`config.mk`:
```
export PLATFORM = sky130hd
export DESIGN_NAME = sdd_decimator
export DESIGN_NICKNAME = d
export VERILOG_FILES = /design/src/rtl/sdd_pkg.sv /design/src/rtl/sdd_cic.sv /design/src/rtl/sdd_avg.sv /design/src/rtl/sdd_scale.sv /design/src/rtl/sdd_decimator.sv
export SDC_FILE = /design/constraint.sdc
export NUM_CORES = 1
export LEC_CHECK = 0
export ABC_CLOCK_PERIOD_IN_PS = 11700
export BUFFER_PORTS_ARGS = -buffer_cell sky130_fd_sc_hd__buf_2
export CORE_UTILIZATION = 35
export DETAILED_ROUTE_END_ITERATION = 8
export HOLD_SLACK_MARGIN = 0.15
export PLACE_DENSITY = 0.47
export REMOVE_ABC_BUFFERS = 1
export SLEW_MARGIN = 20
export SYNTH_ARGS = -nofsm -noshare
export SYNTH_HDL_FRONTEND = slang
export SYNTH_SLANG_ARGS = --single-unit
export TNS_END_PERCENT = 5
```
`constraint.sdc`:
```
create_clock -name clk -period 11.7 [get_ports clk]
set_input_delay 2.34 -clock clk [delete_from_list [all_inputs] [get_ports clk]]
set_output_delay 2.34 -clock clk [all_outputs]
set_load 0.01 [all_outputs]
```
`src/rtl/sdd_pkg.sv`:
```
// Shared constants and helpers for the two-stage decimator.
// Assumes a 2-bit ratio select; the reserved code behaves as the largest ratio.
package sdd_pkg;

    // Largest second-stage shift (log2 of the largest ratio).
    localparam int OSR_SH_MAX = 3;

    // Map the ratio select onto log2 of the second-stage ratio.
    function automatic logic [1:0] osr_shift(input logic [1:0] sel);
        case (sel)
            2'b00:   return 2'd1;
            2'b01:   return 2'd2;
            default: return 2'd3;
        endcase
    endfunction

endpackage

```
`src/rtl/sdd_cic.sv`:
```
// First stage: order-ORDER integrator-comb decimator by 2**R_LOG2.
// Takes one +1/-1 input per bit_en strobe. It emits one intermediate sample per
// 2**R_LOG2 strobes and drops the first ORDER-1 partial ones after reset.
// Assumes strobes are at least two clock cycles apart.
module sdd_cic #(
    parameter int R_LOG2 = 5,
    parameter int ORDER  = 3,
    parameter int W      = 2 + ORDER * R_LOG2
) (
    input  logic                clk,
    input  logic                rst_n,
    input  logic                bit_en,
    input  logic                mod_bit,
    output logic signed [W-1:0] s1_data,
    output logic                s1_vld
);

    localparam int WARM   = ORDER - 1;
    localparam int WARM_W = $clog2(ORDER + 1);
    localparam logic signed [W-1:0] FS = W'(1) << (ORDER * R_LOG2);

    logic signed [W-1:0] integ [ORDER];
    logic signed [W-1:0] dly   [ORDER];
    logic signed [W-1:0] diff  [ORDER];
    logic signed [W-1:0] x_in;
    logic [R_LOG2-1:0]   phase;
    logic                take;
    logic [WARM_W-1:0]   warm;

    // Map the modulator bit to +1 or -1 at full width.
    assign x_in = {{(W-1){~mod_bit}}, 1'b1};

    // Integrator chain and decimation phase, advanced only on strobes.
    always_ff @(posedge clk) begin
        if (!rst_n) begin
            for (int k = 0; k < ORDER; k++) integ[k] <= '0;
            phase <= '0;
            take  <= 1'b0;
        end else begin
            take <= bit_en && (phase == '1);
            if (bit_en) begin
                phase <= phase + 1'b1;
                for (int k = 0; k < ORDER; k++)
                    integ[k] <= integ[k] + ((k == 0) ? x_in : integ[(k == 0) ? 0 : k-1]);
            end
        end
    end

    // Comb chain differences, evaluated at the decimated rate.
    always_comb begin
        diff[0] = integ[ORDER-1] - dly[0];
        for (int k = 1; k < ORDER; k++) diff[k] = diff[k-1] - dly[k];
    end

    // Comb delay registers, intermediate output and warm-up suppression.
    always_ff @(posedge clk) begin
        if (!rst_n) begin
            for (int k = 0; k < ORDER; k++) dly[k] <= '0;
            s1_data <= '0;
            s1_vld  <= 1'b0;
            warm    <= '0;
        end else begin
            s1_vld <= 1'b0;
            if (take) begin
                dly[0] <= integ[ORDER-1];
                for (int k = 1; k < ORDER; k++) dly[k] <= diff[k-1];
                s1_data <= diff[ORDER-1];
                if (warm == WARM_W'(WARM)) s1_vld <= 1'b1;
                else                       warm   <= warm + 1'b1;
            end
        end
    end

    AST_IDLE_HOLD: assert property (@(posedge clk) disable iff (!rst_n)
        !bit_en |=> $stable(integ[0]));

    AST_S1_RANGE: assert property (@(posedge clk) disable iff (!rst_n)
        s1_vld |-> (s1_data <= FS && s1_data >= -FS));

endmodule

```
`src/rtl/sdd_avg.sv`:
```
// Second stage: averages N first-stage samples, where N = 2**osr_shift(osr_sel).
// A change of osr_sel discards the partial window and restarts the count.
// Assumes first-stage samples arrive at least two cycles apart.
module sdd_avg
    import sdd_pkg::*;
#(
    parameter int IN_W = 17
) (
    input  logic                   clk,
    input  logic                   rst_n,
    input  logic [1:0]             osr_sel,
    input  logic signed [IN_W-1:0] s1_data,
    input  logic                   s1_vld,
    output logic signed [IN_W-1:0] avg_data,
    output logic                   avg_vld
);

    localparam int SUM_W = IN_W + OSR_SH_MAX;

    logic [1:0]             osr_q;
    logic                   chg;
    logic [1:0]             sh;
    logic [OSR_SH_MAX-1:0]  cnt;
    logic [OSR_SH_MAX-1:0]  n_last;
    logic signed [SUM_W-1:0] acc;
    logic signed [SUM_W-1:0] sum_next;
    logic signed [SUM_W-1:0] mean;

    // Ratio decode, change detection and the running sum.
    always_comb begin
        chg      = (osr_sel != osr_q);
        sh       = osr_shift(osr_q);
        n_last   = OSR_SH_MAX'((1 << sh) - 1);
        sum_next = acc + {{OSR_SH_MAX{s1_data[IN_W-1]}}, s1_data};
        mean     = sum_next >>> sh;
    end

    // Window accumulation, restart on a ratio change, and the averaged output.
    always_ff @(posedge clk) begin
        if (!rst_n) begin
            osr_q    <= osr_sel;
            acc      <= '0;
            cnt      <= '0;
            avg_data <= '0;
            avg_vld  <= 1'b0;
        end else begin
            osr_q   <= osr_sel;
            avg_vld <= 1'b0;
            if (chg) begin
                acc <= '0;
                cnt <= '0;
            end else if (s1_vld) begin
                if (cnt == n_last) begin
                    avg_data <= mean[IN_W-1:0];
                    avg_vld  <= 1'b1;
                    acc      <= '0;
                    cnt      <= '0;
                end else begin
                    acc <= sum_next;
                    cnt <= cnt + 1'b1;
                end
            end
        end
    end

    AST_OSR_RESTART: assert property (@(posedge clk) disable iff (!rst_n)
        (osr_sel != osr_q) |=> (cnt == '0 && !avg_vld));

endmodule

```
`src/rtl/sdd_scale.sv`:
```
// Output stage: scales the mean by (2**OUT_W-1)/2**(GAIN_LOG2+1), floors the
// result and clamps it to the signed OUT_W range in a registered output.
// Assumes the input magnitude never exceeds 2**GAIN_LOG2.
module sdd_scale #(
    parameter int IN_W      = 17,
    parameter int OUT_W     = 16,
    parameter int GAIN_LOG2 = 15
) (
    input  logic                    clk,
    input  logic                    rst_n,
    input  logic signed [IN_W-1:0]  in_data,
    input  logic                    in_vld,
    output logic signed [OUT_W-1:0] out_data,
    output logic                    out_vld
);

    localparam int PW = IN_W + OUT_W + 1;
    localparam int SH = GAIN_LOG2 + 1;
    localparam logic signed [PW-1:0]   MAXV = PW'((64'sd1 <<< (OUT_W-1)) - 1);
    localparam logic signed [PW-1:0]   MINV = -MAXV - 1;
    localparam logic signed [IN_W-1:0] FSIN = IN_W'(1) << GAIN_LOG2;
    localparam logic signed [OUT_W-1:0] OMAX = MAXV[OUT_W-1:0];

    logic signed [PW-1:0] ext;
    logic signed [PW-1:0] prod;
    logic signed [PW-1:0] q;

    // Multiply by (2**OUT_W - 1) as a shift and subtract, then floor-shift.
    always_comb begin
        ext  = {{(PW-IN_W){in_data[IN_W-1]}}, in_data};
        prod = (ext <<< OUT_W) - ext;
        q    = prod >>> SH;
    end

    // Clamp and register the sample together with its valid pulse.
    always_ff @(posedge clk) begin
        if (!rst_n) begin
            out_data <= '0;
            out_vld  <= 1'b0;
        end else begin
            out_vld <= in_vld;
            if (in_vld) begin
                if (q > MAXV)      out_data <= MAXV[OUT_W-1:0];
                else if (q < MINV) out_data <= MINV[OUT_W-1:0];
                else               out_data <= q[OUT_W-1:0];
            end
        end
    end

    AST_VLD_PULSE: assert property (@(posedge clk) disable iff (!rst_n)
        out_vld |=> !out_vld);

    AST_HOLD_OUT: assert property (@(posedge clk) disable iff (!rst_n)
        !in_vld |=> $stable(out_data));

    AST_ZERO_MAP: assert property (@(posedge clk) disable iff (!rst_n)
        (in_vld && in_data == '0) |=> (out_data == '0));

    AST_FULL_POS: assert property (@(posedge clk) disable iff (!rst_n)
        (in_vld && in_data == FSIN) |=> (out_data == OMAX));

endmodule

```
`src/rtl/sdd_decimator.sv`:
```
// Top: two-stage decimator from a 1-bit modulator stream to signed OUT_W samples.
// The first stage is a fixed CIC decimating by 2**R_LOG2. It is followed by a
// selectable averager and a scaling stage.
// Assumes bit_en strobes are at least two cycles apart.
module sdd_decimator #(
    parameter int R_LOG2 = 5,
    parameter int ORDER  = 3,
    parameter int OUT_W  = 16
) (
    input  logic             clk,
    input  logic             rst_n,
    input  logic             bit_en,
    input  logic             mod_bit,
    input  logic [1:0]       osr_sel,
    output logic [OUT_W-1:0] sample_out,
    output logic             sample_vld
);

    localparam int GAIN_LOG2 = ORDER * R_LOG2;
    localparam int W         = 2 + GAIN_LOG2;

    logic signed [W-1:0]     s1_data;
    logic                    s1_vld;
    logic signed [W-1:0]     avg_data;
    logic                    avg_vld;
    logic signed [OUT_W-1:0] out_s;

    sdd_cic #(.R_LOG2(R_LOG2), .ORDER(ORDER), .W(W)) u_cic (
        .clk     (clk),
        .rst_n   (rst_n),
        .bit_en  (bit_en),
        .mod_bit (mod_bit),
        .s1_data (s1_data),
        .s1_vld  (s1_vld)
    );

    sdd_avg #(.IN_W(W)) u_avg (
        .clk      (clk),
        .rst_n    (rst_n),
        .osr_sel  (osr_sel),
        .s1_data  (s1_data),
        .s1_vld   (s1_vld),
        .avg_data (avg_data),
        .avg_vld  (avg_vld)
    );

    sdd_scale #(.IN_W(W), .OUT_W(OUT_W), .GAIN_LOG2(GAIN_LOG2)) u_scale (
        .clk      (clk),
        .rst_n    (rst_n),
        .in_data  (avg_data),
        .in_vld   (avg_vld),
        .out_data (out_s),
        .out_vld  (sample_vld)
    );

    assign sample_out = out_s;

endmodule

```
Word-level counts from Yosys, hierarchy flattened
Memories as Yosys holds them, arrays and structs flattened.
Cells that the tools add are included.
- bits in latches: 0
- flip-flop bits (word level): 86
- word-level logic and storage cells: 73
- bits of input ports: 6
- ROM bits: 0
- output and inout bits: 17
- bits in writable memories: 102
- memories: 2
- magnitude comparators: 2
- bitwise gates (word level): 11
- eq/ne operators: 5
- divide/modulo/power cells: 0
- multiply operators: 0
- shift operators: 2
- add/subtract/negate cells: 12
- mux-type cells: 20
- reduce and logical (&&, ||, !) cells: 7
- memory list (memory ; depth ; width ; read ports ; clocked after memory_dff ; wr ports ; RTL line ; RTL):
    u_cic.dly ; 3 ; 17 ; 3 ; 0 ; 3 ; sdd_cic.sv:23 ; logic signed [W-1:0] dly [ORDER];
    u_cic.integ ; 3 ; 17 ; 3 ; 0 ; 3 ; sdd_cic.sv:22 ; logic signed [W-1:0] integ [ORDER];
- operators with widths (operator ; number):
    $mux W17 ; 6
    $sub A17 B17 Y17 ; 3
    $add A17 B17 Y17 ; 2
    $sub A33 B17 Y34 ; 1
    $mux W16 ; 2
    $add A20 B20 Y20 ; 1
    $mux W20 ; 1
    $sshr A20 B2 Y17 ; 1
    $gt A18 B16 Y1 const B ; 1
    $lt A18 B16 Y1 const B ; 1
    $add A17 B2 Y17 ; 1
    $mux W1 ; 9
    $or A1 B1 Y1 ; 6
    $add A5 B1 Y5 const B ; 1
    $eq A5 B5 Y1 const B ; 1
    $not A1 Y1 ; 5
    $pmux W2 S2 ; 1
    $reduce_and A2 Y1 ; 2
    $add A3 B1 Y3 const B ; 1
    $eq A3 B3 Y1 ; 1
    $mux W3 ; 1
    $reduce_and A3 Y1 ; 1
    $reduce_or A3 Y1 ; 1
    $shl A1 B2 Y3 const A ; 1
    other kinds (8) ; 8

Depth between registers and ports, before layout
Gate-level depths: netlist of the first run.
- depth after elaboration: 6
- gate-level depth with buffers: 26
- gate-level depth less buffers: 26

Hierarchy
From an unflattened synthesis of the first run, not the netlist that was laid out.
- cells, all modules: 1492
- area total of the unflattened synthesis: 13621.8 um^2
- by module, submodules not included (module ; cells an instance ; instances ; area each (um^2) ; seq. area each (um^2)):
    sdd_cic ; 917 ; 1 ; 9006.1 ; 3583.4
    sdd_avg ; 361 ; 1 ; 2877.8 ; 860.8
    sdd_scale ; 214 ; 1 ; 1737.9 ; 340.3

Least setup slack after synthesis of the first run
Ideal clock, no wire load.
- kind: input-to-reg
- start: input port mod_bit
- end: memory u_cic.integ[0][15] (netlist name), data pin
- setup slack: 6.994 ns
- required time: 11.439 ns
- setup time: 0.261 ns
- arrival time: 4.445 ns
- path buffers: 0
- stages: 11
- cell sequence: inv_1 > ha_1 > a21o_1 > a21oi_1 > nor2b_1 > o21a_1 > o41a_1 > a21oi_1 > a21oi_1 > a31oi_1 > mux2i_1
- RTL lines (item ; RTL line ; RTL):
    start: declaration ; sdd_decimator.sv:13 ; input logic mod_bit,
    end: declaration ; sdd_cic.sv:22 ;

==> results of run 1 <==
-- worst min-delay path by stage --
stage	startpoint	endpoint	slack, ns	cells after the start
floorplan	u_cic.s1_data[13]	u_cic.s1_data[13]	0.43	2
global placement	u_avg.acc[0]	u_avg.acc[0]	0.45	2
detailed placement	u_avg.acc[0]	u_avg.acc[0]	0.46	2
CTS	u_avg.acc[4]	u_avg.acc[4]	0.47	2
global route	u_avg.acc[4]	u_avg.acc[4]	0.48	2
finish	u_avg.acc[4]	u_avg.acc[4]	0.47	2
-- power by group through the flow --
stage	clock, µW	combinational, µW	sequential [µW]
detailed placement	0	738	767
finish	589	737	751
global placement	0	736	767
CTS	612	742	752
floorplan	0	599	758
global route	633	845	755
-- area by class of cell --
class                           instances  area [µm²]
Tap cell                              468         586
Clock inverter                         11        93.8
Fill cell                            3763       22400
Timing Repair Buffer                   31         178
Clock buffer                           21         493
Inverter                               96         360
Multi-Input combinational cell       1094        7770
Antenna cell                            1        2.50
Sequential cell                       188        4790
-- per-layer routing --
metal | GRT usage, % | up-vias
met1 | 19.7 | 4679
li1 | - | 5118
met4 | 4.61 | 0
met3 | 2.82 | 26
met2 | 28.2 | 66
met5 | 0 | -
-- critical path, cell delays in order (launching register included) --
cell and delay [ns]:
edfxtp_1 0.46, ha_1 0.32, nor2b_1 0.12, o21ai_0 0.19, a21oi_1 0.12, o21ai_0 0.27, a211oi_1 0.16, nor3_1 0.23
xnor2_1 0.11, ha_1 0.36, nand2_1 0.07, o21ai_0 0.35, nor3_1 0.08, a211o_1 0.36, xnor2_1 0.20, ha_1 0.32
nor2b_1 0.15, o21ai_0 0.14, nand2_1 0.06, a41oi_1 0.23, a211oi_1 0.13, xnor2_1 0.17, xnor3_1 0.22, o21ai_0 0.13
-- state kept, by name, indices dropped and copies added (netlist names), 3 cells and up --
| signal | flops |
|---|---|
| u_cic.dly | 51 |
| u_cic.integ | 51 |
| u_cic.s1_data | 17 |
| u_avg.avg_data | 17 |
| u_avg.acc | 20 |
| u_avg.cnt | 3 |
| u_cic.phase | 5 |
| u_scale.out_data | 16 |
-- cell usage after synthesis, types with 4 or more instances --
| master | count | area, µm² |
|---|---|---|
| maj3_2 | 10 | 113 |
| a211o_1 | 4 | 35.0 |
| o41a_1 | 4 | 45.0 |
| or3_1 | 5 | 31.3 |
| nand2b_1 | 15 | 93.8 |
| o21bai_1 | 6 | 45.0 |
| dfxtp_1 | 86 | 1720 |
| inv_1 | 96 | 360 |
| ha_1 | 134 | 1680 |
| mux2i_1 | 23 | 230 |
| nor2b_1 | 38 | 238 |
| nor4_1 | 7 | 43.8 |
| nand4_1 | 5 | 31.3 |
| xnor2_1 | 67 | 587 |
| nor2_1 | 129 | 484 |
| and2_1 | 35 | 219 |
| fa_1 | 7 | 140 |
| clkbuf_1 | 44 | 165 |
| nand2_1 | 79 | 297 |
| a21oi_1 | 99 | 495 |
| a31oi_1 | 22 | 138 |
| nor3_1 | 43 | 215 |
| a21boi_0 | 7 | 52.6 |
| o211ai_1 | 6 | 45.0 |
| a21o_1 | 36 | 270 |
| mux2_2 | 6 | 67.6 |
| edfxtp_1 | 102 | 3060 |
| o22ai_1 | 4 | 25.0 |
| a21oi_2 | 10 | 87.6 |
| o21ai_0 | 69 | 345 |
| xor2_1 | 48 | 420 |
| o21a_1 | 11 | 82.6 |
| nand3_1 | 33 | 165 |
| o31ai_1 | 8 | 60.1 |
| or2_2 | 9 | 56.3 |
| a211oi_1 | 13 | 97.6 |
| a22oi_1 | 12 | 90.1 |
| o211a_1 | 8 | 80.1 |
| and3_1 | 39 | 244 |
-- through the flow --
step / std cells / hold WS (ns)
floorplan: 1378 / 0.432
global placement: 1877 / 0.453
detailed placement: 1877 / 0.461
CTS: 1909 / 0.471
global route: 1909 / 0.485
finish: 1910 / 0.468
-- cell families after synthesis --
| family | share of synthesized area (%) |
|---|---|
| buffers and inverters | 4.10 |
| XOR/XNOR | 8.08 |
| adder cells (fa/ha/maj) | 14.7 |
| multiplexers | 2.28 |
| AO/OA/AOI/OAI | 17.3 |
| flip-flops | 36.6 |
| AND/OR/NAND/NOR | 17.0 |
==> flow_summary_export.csv, run 1 <==
group,metric,value,unit
outcome,status,"completed",
worst_setup_path,crit_fanout,5,
drt,drt_first_pass_iters,5,
power,combPwrFrac,35.5,%
drt,post_drt_wl_per_cell,15.1,µm
placed_design,port_buffers,22,
timing,setup_slack,6.68,ns
logic_synthesis,synth.distinct_cells,70,
worst_setup_path,worstPathArrival,5.39,ns
placed_design,dpl_worst_slack,6.52,ns
logic_synthesis,synth_seq_cells,188,
finish,fin_area,14300,µm²
drt,wl_met1,14000,µm
finish,final_util,38.9,%
power,p_per_area,146,nW/µm²
placed_design,placed_cell_area,13700,µm²
power,intPower,1370,µW
worst_setup_path,cp-endpoint,"u_cic.s1_data[16]",
worst_setup_path,r2r_setup_slack,6.68,ns
logic_synthesis,synthCells,1424,
timing,rsz0062_at_grt,"false",
drt,highest_layer,"met4",
power,power,2080,µW
logic_synthesis,synth_edf_count,102,
drt,final_antenna_net_count,0,
worst_setup_path,worst_setup_path_start_kind,"flip-flop",
power,swShare,34.1,%
power,p_seq_share,36.2,%
finish,areaGrowthSynthToFinish,9.02,%
placed_design,hpwl,21000,µm
logic_synthesis,yosys_warnings,0,
logic_synthesis,async_flop_share,0,%
cts,ctsResizeCount,0,
logic_synthesis,syn_area,13100,µm²
logic_synthesis,synthFlopType,"edfxtp_1",
cts,cts_root_buffer,"clkbuf_16",
global_route,grt_overflow,0,
cts,cts_num_sinks,188,
power,clockPowerShare,28.4,%
timing,fin_crit_sh,42.9,%
floorplan,die_width,195,µm
cts,worst_skew_pair.late_latency,0.45,ns
finish,finalNetCount,1575,
global_route,grt_pass1_wl,49000,µm
global_route,grt_pass1_vias,9882,
finish,final_cell_mix,"ha_1, nor2_1, edfxtp_1, a21oi_1, inv_1",
worst_setup_path,critPathCaptureType,"flip-flop",
timing,tns,0,ns
power,p_switching,709,µW
floorplan,io_pins,23,
drt,drt_iter0_drc,386,
worst_setup_path,r2r_start,"u_cic.integ[0][35]",
finish,final_common_cell,"ha_1",
floorplan,start_util,35.7,%
timing,max_freq,199,MHz
timing,hold_viol,0,
finish,drive_above_1_share,7.56,%
global_route,antenna_found_initial,0,
drt,drt_wl_total,28900,µm
cts,cts_tree,"yes",
timing,finalSetupViolations,0,
power,p_leak,0.00609,µW
worst_setup_path,rr_endpoint,"u_cic.s1_data[16]",
logic_synthesis,ys_seq_area_share,36.6,%
timing,finClkSkew,0.00990,ns
cts,clk_pin_slew,0.07,ns
global_route,grt_max_degree,53,
drt,wl_met3,493,µm
placed_design,gp_congestion,0.795,
worst_setup_path,worstPathRequired,12.07,ns
cts,htreeDepth,4,
timing,period_needed,5.02,ns
worst_setup_path,reg2reg_depth,23,
logic_synthesis,avgSynthCellArea,9.19,µm²
worst_setup_path,crit_type,"flip-flop to flip-flop",
cts,clock_path_buffers,2,
drt,vias,9889,
floorplan,die_h,195,µm
worst_setup_path,setup.worst_path.start,"u_cic.integ[0][35]",
floorplan,coreArea,36700,µm²
floorplan,rows,70,
timing,relSlewSlack,32.6,%
floorplan,dieArea,38200,µm²
global_route,grt_usage,15.9,%
timing,worstMarginPinSlew,1.01,ns
drt,wl_met2,13900,µm
timing,slew_violations,0,
cts,cts-buffers-inserted,17,
drt,vias_per_cell,5.18,
power,ir_drop,0.0938,mV
cts,post_cts_buffers,0,
drt,drt_drc_violations_left,0,
min_path,min_path_type,"flip-flop to flip-flop",
cts,holdBufCountCts,0,
flow_run,drv_cap,0,
Power figures use the tool's default switching activity.
==> run 2: changes to the inputs <==
ABC_AREA = 1   (was not set)
ABC_CLOCK_PERIOD_IN_PS = 4250   (was 11700)
PLACE_DENSITY = 0.49   (was 0.47)
clock period = 4.25 ns   (was 11.7 ns; I/O delays follow)
==> run 2 against run 1 <==
  * Fmax grew 19%
  * Hold slack improved by 0.0036 ns
  * Area after synthesis is 6.9% higher
  * Register-to-register slack got worse by 6.7 ns
  * Utilization is 2.0 points higher
  * Critical endpoint is now u_cic.s1_data[14]
==> flow_summary_export.csv, run 2 <==
group,metric,value,unit
cts,cts-buffers-inserted,17,
timing,relSlewSlack,31.3,%
min_path,holdPathStages,2,
logic_synthesis,avgSynthCellArea,7.38,µm²
logic_synthesis,synth_seq_cells,188,
cts,holdBufCountCts,0,
power,ir_drop,0.286,mV
worst_setup_path,critPathCaptureType,"flip-flop",
timing,hold_viol,0,
timing,fin_crit_sh,99.5,%
logic_synthesis,synth_edf_count,102,
floorplan,rows,72,
global_route,grt_pass1_vias,12300,
timing,max_freq,236,MHz
finish,drive_above_1_share,10.6,%
cts,worst_skew_pair.late_latency,0.47,ns
drt,post_drt_wl_per_cell,14.5,µm
cts,cts_tree,"yes",
floorplan,coreArea,39000,µm²
global_route,grt_pass1_wl,61700,µm
cts,clock_path_buffers,2,
drt,vias,12400,
finish,antennaDiodeCount,0,
timing,finalSetupViolations,0,
worst_setup_path,worstPathRequired,4.66,ns
placed_design,dpl.cell_count,2467,
logic_synthesis,yosys-top-cells-area,"edfxtp_1, dfxtp_1, ha_1, nand2_1, a21oi_1",
drt,final_antenna_net_count,0,
global_route,grt_usage,18.7,%
worst_setup_path,critPathSlowestCell,"edfxtp_1",
floorplan,die_width,202,µm
drt,drt_wl_total,36400,µm
timing,finClkSkew,0.00954,ns
cts,clk_pin_slew,0.08,ns
worst_setup_path,crit_type,"flip-flop to flip-flop",
drt,drt_iter0_drc,792,
cts,cts_root_buffer,"clkbuf_16",
global_route,grt_max_degree,37,
worst_setup_path,r2r_setup_slack,0.02,ns
min_path,min_from,"u_avg.acc[16]",
timing,period_needed,4.23,ns
floorplan,die_h,202,µm
logic_synthesis,yosysTopAreaCell,"edfxtp_1",
logic_synthesis,yosys_warnings,0,
finish,final_cell_mix,"nand2_1, inv_1, a21oi_1, nor2_1, ha_1",
logic_synthesis,ys_seq_area_share,34.2,%
power,p_per_area,404,nW/µm²
logic_synthesis,async_flop_share,0,%
finish,final-instance-count-excl-fill,2507,
logic_synthesis,synth_common_cells,"nand2_1, inv_1, a21oi_1",
timing,rsz0062_at_grt,"true",
global_route,grt_overflow,0,
placed_design,hpwl,28000,µm
global_route,antenna_found_initial,0,
finish,areaGrowthSynthToFinish,13.9,%
drt,drt_first_pass_iters,5,
floorplan,start_util,35.9,%
logic_synthesis,syn_area,14000,µm²
worst_setup_path,worst_setup_path_start_kind,"flip-flop",
timing,slew_violations,0,
finish,finalNetCount,2123,
logic_synthesis,synthFlopType,"edfxtp_1",
cts,htreeDepth,4,
logic_synthesis,yosysMostFrequentCell,"nand2_1",
logic_synthesis,netlist.area_leader.share,21.9,%
finish,final_common_cell,"nand2_1",
placed_design,gp_congestion,0.863,
timing,tns,0,ns
worst_setup_path,r2r_start,"u_cic.integ[0][34]",
drt,vias_per_cell,4.96,
worst_setup_path,worstPathArrival,4.64,ns
cts,cts_num_sinks,188,
worst_setup_path,crit_fanout,3,
min_path,min_to,"u_avg.acc[16]",
worst_setup_path,reg2reg_depth,27,
power,p_leak,0.00752,µW
finish,reg.largest.list,"u_cic.dly (51), u_cic.integ (51), u_avg.acc (20)",
drt,drt_drc_violations_left,0,
worst_setup_path,cpPeakStageDelay,0.41,ns
worst_setup_path,rr_endpoint,"u_cic.s1_data[14]",
logic_synthesis,synthCells,1896,
flow_run,drv_cap,0,
floorplan,dieArea,40800,µm²
floorplan,io_pins,23,
placed_design,port_buffers,22,
outcome,status,"completed",
timing,worstMarginPinSlew,1.03,ns
min_path,min_path_type,"flip-flop to flip-flop",
logic_synthesis,synth.distinct_cells,63,
-- run 2: logic make-up (layout without fill, tap and decap cells) --
kind of cell	count (synthesis)	count (layout)	synth area share, %
mux	1	1	0.0715
buf+inv	312	405	8.59
compound gates	440	440	17.9
xor+xnor	55	55	3.55
simple gates	759	759	22.8
fa+ha+maj	141	141	13.0
flops	188	188	34.2
-- run 2: critical path: cells and delay by family (launching register included) --
family	cells	cell delay, ns
buf+inv	5	0.56
flops	1	0.41
compound gates	9	1.38
simple gates	7	0.55
xor+xnor	2	0.30
fa+ha+maj	4	0.97
-- run 2: timing repair --
| item | in CTS | in global routing |
|---|---|---|
| buffers inserted | 4 | 4 |
| endpoints found under the setup margin | 4 | 10 |
| gates resized for setup | 11 | 28 |
| pin swaps | 7 | 21 |
-- run 2: metal layers --
layer  GRT usage, %  share of wire, %
met1           25.5                50
met2           30.3                45
met3           2.85               2.8
met4           5.49               1.6
met5              0                 0
-- run 2: worst max-delay path by stage --
stage	startpoint	endpoint	slack, ns
6_report	u_cic.integ[0][34]	u_cic.s1_data[14]	0.02
5_1_grt	u_cic.integ[0][35]	u_cic.s1_data[14]	-0.34
4_1_cts	u_cic.integ[0][34]	u_cic.s1_data[16]	-0.03
3_5_place_dp	u_cic.integ[0][34]	u_cic.s1_data[16]	-0.09
3_3_place_gp	u_cic.integ[0][34]	u_cic.s1_data[16]	0.009
2_1_floorplan	u_cic.integ[0][36]	u_cic.s1_data[15]	0.17
-- run 2: through the flow --
step | hold slack [ns] | utilization (%) | worst slack, ns | total power, µW | area, µm²
after floorplan | 0.433 | - | 0.166 | 3670 | 13800
after global placement | 0.456 | 38.7 | 0.00945 | 4540 | 15100
after detailed placement | 0.462 | 38.7 | -0.0938 | 4540 | 15100
after CTS | 0.474 | 40.4 | -0.0309 | 6350 | 15800
after global routing | 0.491 | 40.9 | -0.343 | 6920 | 15900
final | 0.472 | 40.9 | 0.0203 | 6440 | 15900
-- run 2: final cells by class --
class                   count  area [µm²]
repair buffers             95         658
clock buffers              18         429
clock inverters            14         159
fillers                  4117       23100
flip-flops and latches    188        4780
multi-input cells        1396        8210
inverters                 278        1040
well taps                 518         648
-- run 2: power by group --
part           total (µW)  switching (µW)  internal [µW]
clock network        1690             805            881
logic                2700            1540           1170
registers            2050            55.7           2000
